### src/rtl/lcr_pkg.sv
package lcr_pkg;
  typedef enum logic [1:0] {
    LS_IDLE    = 2'd0,
    LS_SEND    = 2'd1,
    LS_COLLECT = 2'd2
  } link_state_e;

  localparam int CTL_START = 0;
  localparam int CTL_POP   = 1;
  localparam int CTL_CLEAR = 7;

  localparam int ST_READY = 0;
  localparam int ST_DONE  = 1;
  localparam int ST_EMPTY = 2;
  localparam int ST_FULL  = 3;
  localparam int ST_CRC   = 4;
  localparam int ST_TMO   = 5;
  localparam int ST_CNT_L = 16;
endpackage

### src/rtl/lcr_fifo.sv
module lcr_fifo #(
  parameter int DEPTH = 255
) (
  input  logic                           clk,
  input  logic                           rst_n,
  input  logic                           clr_i,
  input  logic                           push_i,
  input  logic [7:0]                     data_i,
  input  logic                           pop_i,
  output logic [7:0]                     data_o,
  output logic [$clog2(DEPTH+1)-1:0]     count_o,
  output logic                           empty_o,
  output logic                           full_o
);
  localparam int PTR_W = (DEPTH > 1) ? $clog2(DEPTH) : 1;
  localparam int CNT_W = $clog2(DEPTH+1);
  localparam logic [PTR_W-1:0] LAST = PTR_W'(DEPTH - 1);

  logic [7:0]       mem [DEPTH];
  logic [PTR_W-1:0] wptr, rptr;
  logic [CNT_W-1:0] cnt;
  logic             do_push, do_pop;

  assign empty_o = (cnt == '0);
  assign full_o  = (cnt == CNT_W'(DEPTH));
  assign do_push = push_i && !full_o;
  assign do_pop  = pop_i && !empty_o;
  assign count_o = cnt;
  assign data_o  = mem[rptr];

  always_ff @(posedge clk or negedge rst_n) begin
    if (!rst_n) begin
      wptr <= '0;
      rptr <= '0;
      cnt  <= '0;
    end else if (clr_i) begin
      wptr <= '0;
      rptr <= '0;
      cnt  <= '0;
    end else begin
      if (do_push) wptr <= (wptr == LAST) ? '0 : wptr + 1'b1;
      if (do_pop)  rptr <= (rptr == LAST) ? '0 : rptr + 1'b1;
      case ({do_push, do_pop})
        2'b10:   cnt <= cnt + 1'b1;
        2'b01:   cnt <= cnt - 1'b1;
        default: cnt <= cnt;
      endcase
    end
  end

  always_ff @(posedge clk) begin
    if (do_push && !clr_i) mem[wptr] <= data_i;
  end

  p_no_overflow_r4: assert property (@(posedge clk) disable iff (!rst_n)
    count_o <= CNT_W'(DEPTH));

  p_pop_empty_r5: assert property (@(posedge clk) disable iff (!rst_n)
    (pop_i && empty_o && !push_i && !clr_i) |=> empty_o);

  p_full_drop_r4: assert property (@(posedge clk) disable iff (!rst_n)
    (full_o && push_i && !pop_i && !clr_i) |=> (full_o && $stable(wptr)));
endmodule

### src/rtl/lcr_link.sv
module lcr_link
  import lcr_pkg::*;
#(
  parameter int TMO_W = 16
) (
  input  logic             clk,
  input  logic             rst_n,
  input  logic             clr_i,
  input  logic             ready_i,
  input  logic             go_i,
  input  logic [31:0]      cmd_i,
  input  logic [TMO_W-1:0] tmo_lim_i,
  output logic [7:0]       tx_data_o,
  output logic             tx_valid_o,
  input  logic             tx_ready_i,
  input  logic [7:0]       rx_data_i,
  input  logic             rx_valid_i,
  input  logic             rsp_end_i,
  output logic             push_o,
  output logic [7:0]       push_data_o,
  output logic             done_o,
  output logic             crc_err_o,
  output logic             tmo_err_o
);
  link_state_e      state;
  logic [1:0]       idx;
  logic [31:0]      cmd_q;
  logic [TMO_W-1:0] timer;
  logic [7:0]       acc, last;
  logic             got;
  logic [7:0]       n_acc, n_last;
  logic             n_got;

  assign tx_valid_o  = (state == LS_SEND);
  assign push_o      = (state == LS_COLLECT) && rx_valid_i;
  assign push_data_o = rx_data_i;

  always_comb begin
    case (idx)
      2'd0:    tx_data_o = cmd_q[31:24];
      2'd1:    tx_data_o = cmd_q[23:16];
      2'd2:    tx_data_o = cmd_q[15:8];
      default: tx_data_o = cmd_q[7:0];
    endcase
  end

  always_comb begin
    n_acc  = acc;
    n_last = last;
    n_got  = got;
    if (rx_valid_i) begin
      n_acc  = got ? acc + last : acc;
      n_last = rx_data_i;
      n_got  = 1'b1;
    end
  end

  always_ff @(posedge clk or negedge rst_n) begin
    if (!rst_n) begin
      state <= LS_IDLE; idx <= '0; cmd_q <= '0; timer <= '0;
      acc <= '0; last <= '0; got <= 1'b0;
      done_o <= 1'b0; crc_err_o <= 1'b0; tmo_err_o <= 1'b0;
    end else if (clr_i) begin
      state <= LS_IDLE; idx <= '0; timer <= '0;
      acc <= '0; last <= '0; got <= 1'b0;
      done_o <= 1'b0; crc_err_o <= 1'b0; tmo_err_o <= 1'b0;
    end else if (!ready_i) begin
      state <= LS_IDLE;
    end else begin
      case (state)
        LS_IDLE: if (go_i) begin
          cmd_q <= cmd_i; idx <= '0; state <= LS_SEND;
          done_o <= 1'b0; crc_err_o <= 1'b0; tmo_err_o <= 1'b0;
          acc <= '0; got <= 1'b0;
        end
        LS_SEND: if (tx_ready_i) begin
          if (idx == 2'd3) begin
            state <= LS_COLLECT;
            timer <= '0;
          end else begin
            idx <= idx + 1'b1;
          end
        end
        LS_COLLECT: begin
          if (rx_valid_i) begin
            acc <= n_acc; last <= n_last; got <= n_got; timer <= '0;
          end
          if (rsp_end_i) begin
            done_o    <= 1'b1;
            crc_err_o <= n_got && (n_acc != n_last);
            state     <= LS_IDLE;
          end else if (!rx_valid_i) begin
            if (timer == tmo_lim_i - 1'b1) begin
              done_o    <= 1'b1;
              tmo_err_o <= 1'b1;
              state     <= LS_IDLE;
            end else begin
              timer <= timer + 1'b1;
            end
          end
        end
        default: state <= LS_IDLE;
      endcase
    end
  end

  p_tx_hold_r1: assert property (@(posedge clk) disable iff (!rst_n)
    (tx_valid_o && !tx_ready_i && ready_i && !clr_i) |=> (tx_valid_o && $stable(tx_data_o)));

  p_four_bytes_r1: assert property (@(posedge clk) disable iff (!rst_n)
    (tx_valid_o && tx_ready_i && idx == 2'd3 && ready_i && !clr_i) |=> !tx_valid_o);

  p_idle_without_ready_r3: assert property (@(posedge clk) disable iff (!rst_n)
    (state == LS_IDLE && !ready_i) |=> (state == LS_IDLE));

  p_tmo_sets_done_r8: assert property (@(posedge clk) disable iff (!rst_n)
    $rose(tmo_err_o) |-> done_o);
endmodule

### src/rtl/lens_cmd_relay.sv
module lens_cmd_relay
  import lcr_pkg::*;
#(
  parameter int FIFO_DEPTH = 255,
  parameter int TMO_W      = 16
) (
  input  logic             clk,
  input  logic             rst_n,
  input  logic [31:0]      cmd_word_i,
  input  logic [7:0]       ctrl_i,
  input  logic [TMO_W-1:0] tmo_limit_i,
  output logic [31:0]      status_o,
  output logic [7:0]       rd_data_o,
  output logic [7:0]       tx_data_o,
  output logic             tx_valid_o,
  input  logic             tx_ready_i,
  input  logic [7:0]       rx_data_i,
  input  logic             rx_valid_i,
  input  logic             rsp_end_i,
  input  logic             lens_present_i
);
  localparam int CNT_W = $clog2(FIFO_DEPTH+1);

  logic             ready_q, prev_start, prev_pop;
  logic             clr, go, pop_edge;
  logic             push;
  logic [7:0]       push_data;
  logic [CNT_W-1:0] count;
  logic             empty, full, done, crc_err, tmo_err;
  logic             unused_ctrl;

  assign clr         = ctrl_i[CTL_CLEAR];
  assign go          = ctrl_i[CTL_START] && !prev_start && ready_q;
  assign pop_edge    = ctrl_i[CTL_POP] && !prev_pop;
  assign unused_ctrl = ^ctrl_i[6:2];

  always_ff @(posedge clk or negedge rst_n) begin
    if (!rst_n) begin
      ready_q    <= 1'b0;
      prev_start <= 1'b0;
      prev_pop   <= 1'b0;
    end else begin
      ready_q    <= lens_present_i && !clr;
      prev_start <= ctrl_i[CTL_START];
      prev_pop   <= ctrl_i[CTL_POP];
    end
  end

  lcr_link #(.TMO_W(TMO_W)) u_link (
    .clk, .rst_n,
    .clr_i(clr), .ready_i(ready_q), .go_i(go), .cmd_i(cmd_word_i),
    .tmo_lim_i(tmo_limit_i),
    .tx_data_o, .tx_valid_o, .tx_ready_i,
    .rx_data_i, .rx_valid_i, .rsp_end_i,
    .push_o(push), .push_data_o(push_data),
    .done_o(done), .crc_err_o(crc_err), .tmo_err_o(tmo_err)
  );

  lcr_fifo #(.DEPTH(FIFO_DEPTH)) u_fifo (
    .clk, .rst_n, .clr_i(clr),
    .push_i(push), .data_i(push_data), .pop_i(pop_edge),
    .data_o(rd_data_o), .count_o(count), .empty_o(empty), .full_o(full)
  );

  always_comb begin
    status_o                         = '0;
    status_o[ST_READY]               = ready_q;
    status_o[ST_DONE]                = done;
    status_o[ST_EMPTY]               = empty;
    status_o[ST_FULL]                = full;
    status_o[ST_CRC]                 = crc_err;
    status_o[ST_TMO]                 = tmo_err;
    status_o[ST_CNT_L +: 8]          = 8'(count);
  end

  p_block_clear_r9: assert property (@(posedge clk) disable iff (!rst_n)
    clr |=> (status_o[5:0] == 6'b000100 && status_o[23:16] == 8'd0));

  p_ready_tracks_lens_r3: assert property (@(posedge clk) disable iff (!rst_n)
    (!lens_present_i) |=> !status_o[ST_READY]);
endmodule

### config.mk
export PLATFORM = sky130hd
export DESIGN_NAME = lens_cmd_relay
export DESIGN_NICKNAME = d
export VERILOG_FILES = /design/src/rtl/lcr_pkg.sv /design/src/rtl/lcr_fifo.sv /design/src/rtl/lcr_link.sv /design/src/rtl/lens_cmd_relay.sv
export SDC_FILE = /design/constraint.sdc
export NUM_CORES = 2
export LEC_CHECK = 0
export BUFFER_PORTS_ARGS = -buffer_cell sky130_fd_sc_hd__clkbuf_2
export CELL_PAD_IN_SITES_DETAIL_PLACEMENT = 1
export CELL_PAD_IN_SITES_GLOBAL_PLACEMENT = 1
export CORE_UTILIZATION = 50
export CTS_BUF_LIST = sky130_fd_sc_hd__clkbuf_4 sky130_fd_sc_hd__clkbuf_8 sky130_fd_sc_hd__clkbuf_16
export DETAILED_ROUTE_END_ITERATION = 7
export PLACE_DENSITY_LB_ADDON = 0.1
export SETUP_SLACK_MARGIN = 0.4
export SLEW_MARGIN = 20
export SYNTH_ARGS = -nofsm -noshare
export SYNTH_HDL_FRONTEND = slang
export SYNTH_SLANG_ARGS = --single-unit
### constraint.sdc
create_clock -name clk -period 3.1 [get_ports clk]
set_input_delay 0.31 -clock clk [delete_from_list [all_inputs] [get_ports clk]]
set_output_delay 0.31 -clock clk [all_outputs]
set_load 0.005 [all_outputs]
# Word level (Yosys, flattened, before mapping)
# Memory sizes are Yosys's and may differ from the RTL's.
# Cells that the tools add are included.
op_classes:
  n_addsub: 8
  eq_ne: 28
  muxes: 67
  bitwise: 1
  n_reduce_logical: 35
ops:
  columns: ["cell", "count"]
  rows:
  - ["two-way mux 8 bit", 18]
  - ["two-way mux 16 bit", 8]
  - ["case mux 16 bit (2 select lines)", 1]
  - ["case mux 8 bit (2 select lines)", 2]
  - ["two-way mux 2 bit", 13]
  - ["adder 8 x 1 -> 8 bit (second input constant)", 3]
  - ["== test 8 bit (second input constant)", 3]
  - ["case mux 8 bit (3 select lines)", 1]
  - ["!= test 3 bit (second input constant)", 7]
  - ["two-way mux 1 bit", 18]
  - ["adder 16 x 1 -> 16 bit (second input constant)", 1]
  - ["== test 16 bit", 1]
  - ["!= test 4 bit (second input constant)", 4]
  - ["AND reduction 4 bit", 4]
  - ["subtractor 16 x 1 -> 16 bit (second input constant)", 1]
  - ["AND reduction 5 bit", 3]
  - ["nonzero test 3 bit", 4]
  - ["!= test 5 bit (second input constant)", 2]
  - ["nonzero test 2 bit", 5]
  - ["logical AND 1 bit", 9]
  - ["adder 8 bit", 1]
  - ["== test 2 bit (second input constant)", 4]
  - ["logical NOT 8 bit", 1]
  - ["!= test 8 bit", 1]
  - ["other kinds (13)", 24]
totals:
  regBits: 99
  ramBits: 2040
  in_bits: 70
  out_inout_bits: 49
  wordCells: 156
  mem_count: 1
mem_list:
  columns: ["name", "words", "width", "read_ports", "rd_clocked_by_memory_dff", "write_ports", "line", "text"]
  rows:
  - ["u_fifo.mem", 255, 8, 1, 0, 1, "lcr_fifo.sv:19", "logic [7:0] mem [DEPTH];"]

# Depth between registers and ports, before layout
logic_depth:
  word_depth: 9
  mapped_depth: 13
  ltp_nobuf: 12

# By module
# Synthesis repeated with hierarchy kept, for this count alone.
unflattened:
  hier_cells: 4224
  hier_area_um2: 85672.2
modules_own_cells:
  columns: ["mod", "instances", "cells_per_inst", "area_per_inst_um2", "seq_area_each_um2"]
  rows:
  - ["lcr_fifo", 1, 3694, 80546.0, 61859.3]
  - ["lcr_link", 1, 499, 4845.9, 1801.7]
  - ["lens_cmd_relay", 1, 31, 280.3, 75.1]

# Worst setup path after synthesis
# Ideal clock, no wire load.
synth_path:
  kind: "reg-to-reg"
  from: "register u_fifo.cnt[1], in the netlist u_fifo.count_o[1]"
  to: "register u_fifo.cnt[7], in the netlist u_fifo.count_o[7]"
  setup_time_ns: 0.135
  t_arrival_ns: 3.034
  required_time_ns: 2.965
  setup_slack_ns: -0.069
  path_stages_with_launch: 13
  path_buffers: 0
  synth_period_minus_slack_ns: 3.169
  cell_sequence: "dfrtp_1 > or4_1 > nor2_1 > nor3b_1 > and2_1 > ha_1 > a21o_1 > a21oi_1 > o21bai_1 > a2111oi_0 > o21a_1 > o21ai_0 > nor3b_1"
synth_between:
  elab_chain_len: 6
  word_cells_on_any_way: 13
  classes_between: "add/sub: 2; eq/ne: 3; mux: 2; reduce/logical: 6"
synth_lines:
  columns: ["element", "line", "text"]
  rows:
  - ["start, declared", "lcr_fifo.sv:21", "logic [CNT_W-1:0] cnt;"]
  - ["start signal, assigned", "lcr_fifo.sv:44", "2'b10: cnt <= cnt + 1'b1;"]
  - ["start signal, assigned", "lcr_fifo.sv:45", "2'b01: cnt <= cnt - 1'b1;"]
  - ["start signal, assigned", "lcr_fifo.sv:46", "default: cnt <= cnt;"]
  - ["logical NOT 8 bit *", "lcr_fifo.sv:24", "assign empty_o = (cnt == '0);"]
  - ["via empty", "lens_cmd_relay.sv:29", "logic empty, full, done, crc_err, tmo_err;"]
  - ["logical NOT 1 bit *", "lcr_fifo.sv:27", "assign do_pop = pop_i && !empty_o;"]
  - ["logical AND 1 bit *", "lcr_fifo.sv:27", null]
  - ["== test 2 x 1 -> 1 bit / == test 2 bit (equally long branches)", "lcr_fifo.sv:43", "case ({do_push, do_pop})"]
  - ["case mux 8 bit (2 select lines)", "lcr_fifo.sv:43", null]
  - ["two-way mux 8 bit", "lcr_fifo.sv:36", "end else if (clr_i) begin"]
# The timed path passes the listed nets; every way through them passes the cells marked *.
# A chain may end at the register's enable or synchronous reset.

# Worst setup path after layout
layout_path:
  from: "register u_fifo.rptr[0]"
  to: "output port rd_data_o[3]"
layout_between:
  elab_chain_len: 1
layout_lines:
  columns: ["element", "line", "text"]
  rows:
  - ["start, declared", "lcr_fifo.sv:20", "logic [PTR_W-1:0] wptr, rptr;"]
  - ["start signal, assigned", "lcr_fifo.sv:42", "if (do_pop) rptr <= (rptr == LAST) ? '0 : rptr + 1'b1;"]
  - ["memory read (255 x 8 bit)", null, null]
  - ["end, declared", "lens_cmd_relay.sv:13", "output logic [7:0] rd_data_o,"]
# No other way between the ends.

==> flow_metrics.tcl <==
set metrics [dict create \
    status "complete, but fails checks" \
    violations "negative setup slack" \
    areaGrowthSynthToFinish_pct 22.5 \
    tightest_slew_ns 1.33 \
    required_ns 2.79 \
    drt-initial-drc-count 5412 \
    grt_overflow 0 \
    fill_cells 14300 \
    criticalPathCategory "reg -> out" \
    period_share_pct 143 \
    antenna_found_initial 6 \
    htreeDepth 4 \
    path_cells "buf_12, buf_16, buf_4, mux4_2, mux2i_1, nor2_1, a21oi_1, o221ai_1, o21ai_0, buf_4, nor4b_4, clkbuf_2" \
    firstDrtPassIters 7 \
    die-area_um2 173000 \
    avgRoutedWirePerCell_um 33.4 \
    max_freq_mhz 226 \
    grt_max_degree 207 \
    grtUsageTotal_pct 29.2 \
    drc_errors 0 \
    netlist_instances 4214 \
    rows 151 \
    ios 119 \
    yosysSeqAreaShare_pct 74.5 \
    stdcell_area_um2 105000 \
    dp_cells 7024 \
    cts_tree "built" \
    path_buf_inv 5 \
    rr_startpoint "u_fifo.count_o[2]" \
    clk_latency_ns 0.88 \
    rsz0062_at_grt "true" \
    report.power.total_mw 65.3 \
    final-instance-count-excl-fill 7566 \
    startpoint_type "register" \
    cp_common_cell "buf_4" \
    syn_area_um2 85500 \
    hpwl_mm 162 \
    combPwrFrac_pct 11.0 \
    wirelength_mm 253 \
    seqPwrFrac_pct 48.7 \
    critPathMaxFanout 16 \
    setup_tns_ns -10.28 \
    ir_worst_vdd_uv 620 \
    p_int_mw 50.4 \
    cts_sinks 2139 \
    synth.distinct_cells 79 \
    hp-start "rx_data_i[0]" \
    cpLargestDelayFamily "buffers and inverters" \
    synth.avg_cell_area_um2 20.3 \
    root_buffer "clkbuf_16" \
    final_max_slew_viol_count 0 \
    slowest_stage "nor4b_4" \
    first_global_vias 48600 \
    postPlaceCellArea_um2 94000 \
    dieWidth_um 416 \
    min_period_ns 4.43 \
    switching_share_pct 22.8 \
    hold_class "in -> reg" \
    worst-endpoint-arrival_ns 4.12 \
    nets 5261 \
    viasPerCell 6.23 \
    final_antenna_net_count 0 \
    start_util_pct 50.4 \
    post-route-util_pct 61.7 \
    synth_edf_count 2040 \
    setup_slack_ns -1.33 \
    synthArstFlopShare_pct 4.63 \
    maxSlewHeadroom_pct 10.9 \
    hold_violations 0 \
    coreArea_um2 170000 \
    die_y_um 416 \
    io_buffers 95 \
    vias 47100 \
    max_stage_delay_ns 0.56 \
    synth_ff_type "edfxtp_1" \
    p_per_area_nw_per_um2 624 \
    setup_viol_count_final 8 \
    p_leak_nw 34.9 \
    cts_buffers 215 \
    clkSlewWorstSetupHoldPaths_ns 0.06 \
    yosysWarningCount 0 \
    maxCapViolCount 0 \
    gp_congestion 0.872 \
    startpoint "u_fifo.rptr[0]" \
    grt_pass1_wl_mm 357 \
    ys_ff_latch 2139 \
    clock_skew_ns 0.0409 \
    drive_above_1_share_pct 39.7 \
    clockBufferDepth 3 \
    clkPwrFrac_pct 40.3 \
    p_sw_mw 14.9 \
    end_kind "primary output" \
]
[power groups by stage]
stage / clock [mW] / combinational (mW) / sequential (mW)
after global placement: 0 / 6.54 / 32.4
after floorplan: 0 / 3.66 / 32.4
after detailed placement: 0 / 6.63 / 32.4
final: 26.3 / 7.20 / 31.8
after CTS: 26.7 / 7.13 / 31.8
after global routing: 27.6 / 7.50 / 31.8
[synthesized netlist by cell type (9+ instances only)]
master | count | area share (%)
inv_1 | 25 | 0.11
nand2b_1 | 21 | 0.15
buf_6 | 19 | 0.25
nor2_1 | 325 | 1.4
o21ai_0 | 71 | 0.42
nor3_1 | 20 | 0.12
buf_2 | 56 | 0.33
xnor2_1 | 20 | 0.20
ha_1 | 25 | 0.37
a21oi_1 | 78 | 0.46
mux4_2 | 537 | 14
nor3b_1 | 9 | 0.079
mux2_2 | 41 | 0.54
buf_8 | 10 | 0.18
a211oi_1 | 20 | 0.18
xor2_1 | 22 | 0.23
a221oi_1 | 16 | 0.16
buf_4 | 58 | 0.51
dfrtp_1 | 99 | 2.9
or4_1 | 17 | 0.15
clkbuf_1 | 106 | 0.47
and2_1 | 10 | 0.073
o31ai_1 | 18 | 0.16
edfxtp_1 | 2040 | 72
o211ai_1 | 10 | 0.088
a22oi_1 | 18 | 0.16
nor2b_1 | 17 | 0.12
buf_1 | 20 | 0.088
nor4_1 | 13 | 0.095
o221ai_1 | 20 | 0.20
mux2i_1 | 159 | 1.9
nand3_1 | 27 | 0.16
nand2_1 | 114 | 0.50
o22ai_1 | 23 | 0.17
[flip-flops by register name (all words and copies together), names as in the netlist]
name and flops:
u_link.state 2, prev_start 1, u_link.cmd_q 32, u_link.done_o 1, u_fifo.count_o 8, u_link.crc_err_o 1, u_link.tmo_err_o 1, u_link.got 1
u_fifo.rptr 8, prev_pop 1, ready_q 1, u_fifo.wptr 8, u_link.acc 8, u_fifo.mem 2040, u_link.last 8, u_link.idx 2
u_link.timer 16
[layout by cell type, fill, tap and decap left out, types with 16 or more instances in the layout]
master	n
a21oi_1	69
a22oi_1	16
buf_12	76
buf_4	611
buf_6	113
buf_8	21
bufinv_16	21
clkbuf_16	227
clkbuf_2	81
clkbuf_4	50
clkinv_1	49
clkinv_2	34
conb_1	18
dfrtp_1	90
dlygate4sd3_1	47
edfxtp_1	2040
ha_1	19
inv_1	24
mux2_2	39
mux2i_1	156
mux4_2	538
nand2_1	90
nand2b_1	21
nand3_1	23
nor2_1	209
nor2_2	58
nor2_4	58
o21ai_0	60
o221ai_1	19
o22ai_1	21
o31ai_1	18
xnor2_1	20
xor2_1	21
[stage by stage]
step                      worst slack [ns]  hold slack (ns)
after global routing                 -1.33           0.0553
after CTS                            -1.32           0.0251
final                                -1.33           0.0473
after global placement              -0.869            0.366
after floorplan                      0.319           0.0144
after detailed placement            -0.867            0.369
[what timing repair did]
action,CTS,global route
resized for setup,183,321
hold buffers,47,0
cloned,9,10
setup buffers,42,33
hold endpoints to repair,255,0
pin swaps,26,56
setup endpoints to repair,1828,1271
[cell families (layout without fill, tap and decap cells)]
group / Yosys count / count (layout) / synth area share (%)
flops: 2139 / 2139 / 74.5
mux: 741 / 741 / 16.7
other cells: 1 / 20 / 0.00439
xor+xnor: 42 / 42 / 0.430
simple gates: 620 / 620 / 3.30
fa+ha+maj: 27 / 27 / 0.413
buf+inv: 297 / 1412 / 1.94
compound gates: 347 / 347 / 2.71
[per-layer routing]
layer | GRT usage [%] | part of all wire [%] | vias to the layer above | routed length [µm]
li1 | - | - | 19300 | -
met1 | 41.6 | 41 | 25300 | 103000
met2 | 46.4 | 48 | 2134 | 122000
met3 | 4.35 | 7.5 | 383 | 19000
met4 | 9.98 | 3.5 | 2 | 8810
met5 | 0 | 0.0047 | - | 12
[cell type report]
class,count,area [µm²],share of cell area (%)
Inverter,28,109,0.104
Clock inverter,125,1260,1.21
Clock buffer,274,5910,5.64
Sequential cell,2139,63800,60.9
Tap cell,2218,2780,2.65
Antenna cell,2,5.00,0.00478
Timing Repair Buffer,985,9400,8.98
Multi-Input combinational cell,1795,21500,20.6
[path summary, 6_finish.rpt]
path	endpoint	slack, ns	cells after the start
worst min register to register	u_link.cmd_q[9]	0.51	1
max in group asynchronous	u_link.timer[8]	0.91	4
worst max register to register	u_fifo.count_o[7]	0.16	12
min in group asynchronous	u_link.timer[4]	0.48	3
worst max-delay path	rd_data_o[3]	-1.33	12
worst min-delay path	u_fifo.mem[91][0]	0.05	2
No activity file was read; power rests on OpenSTA's default activity.
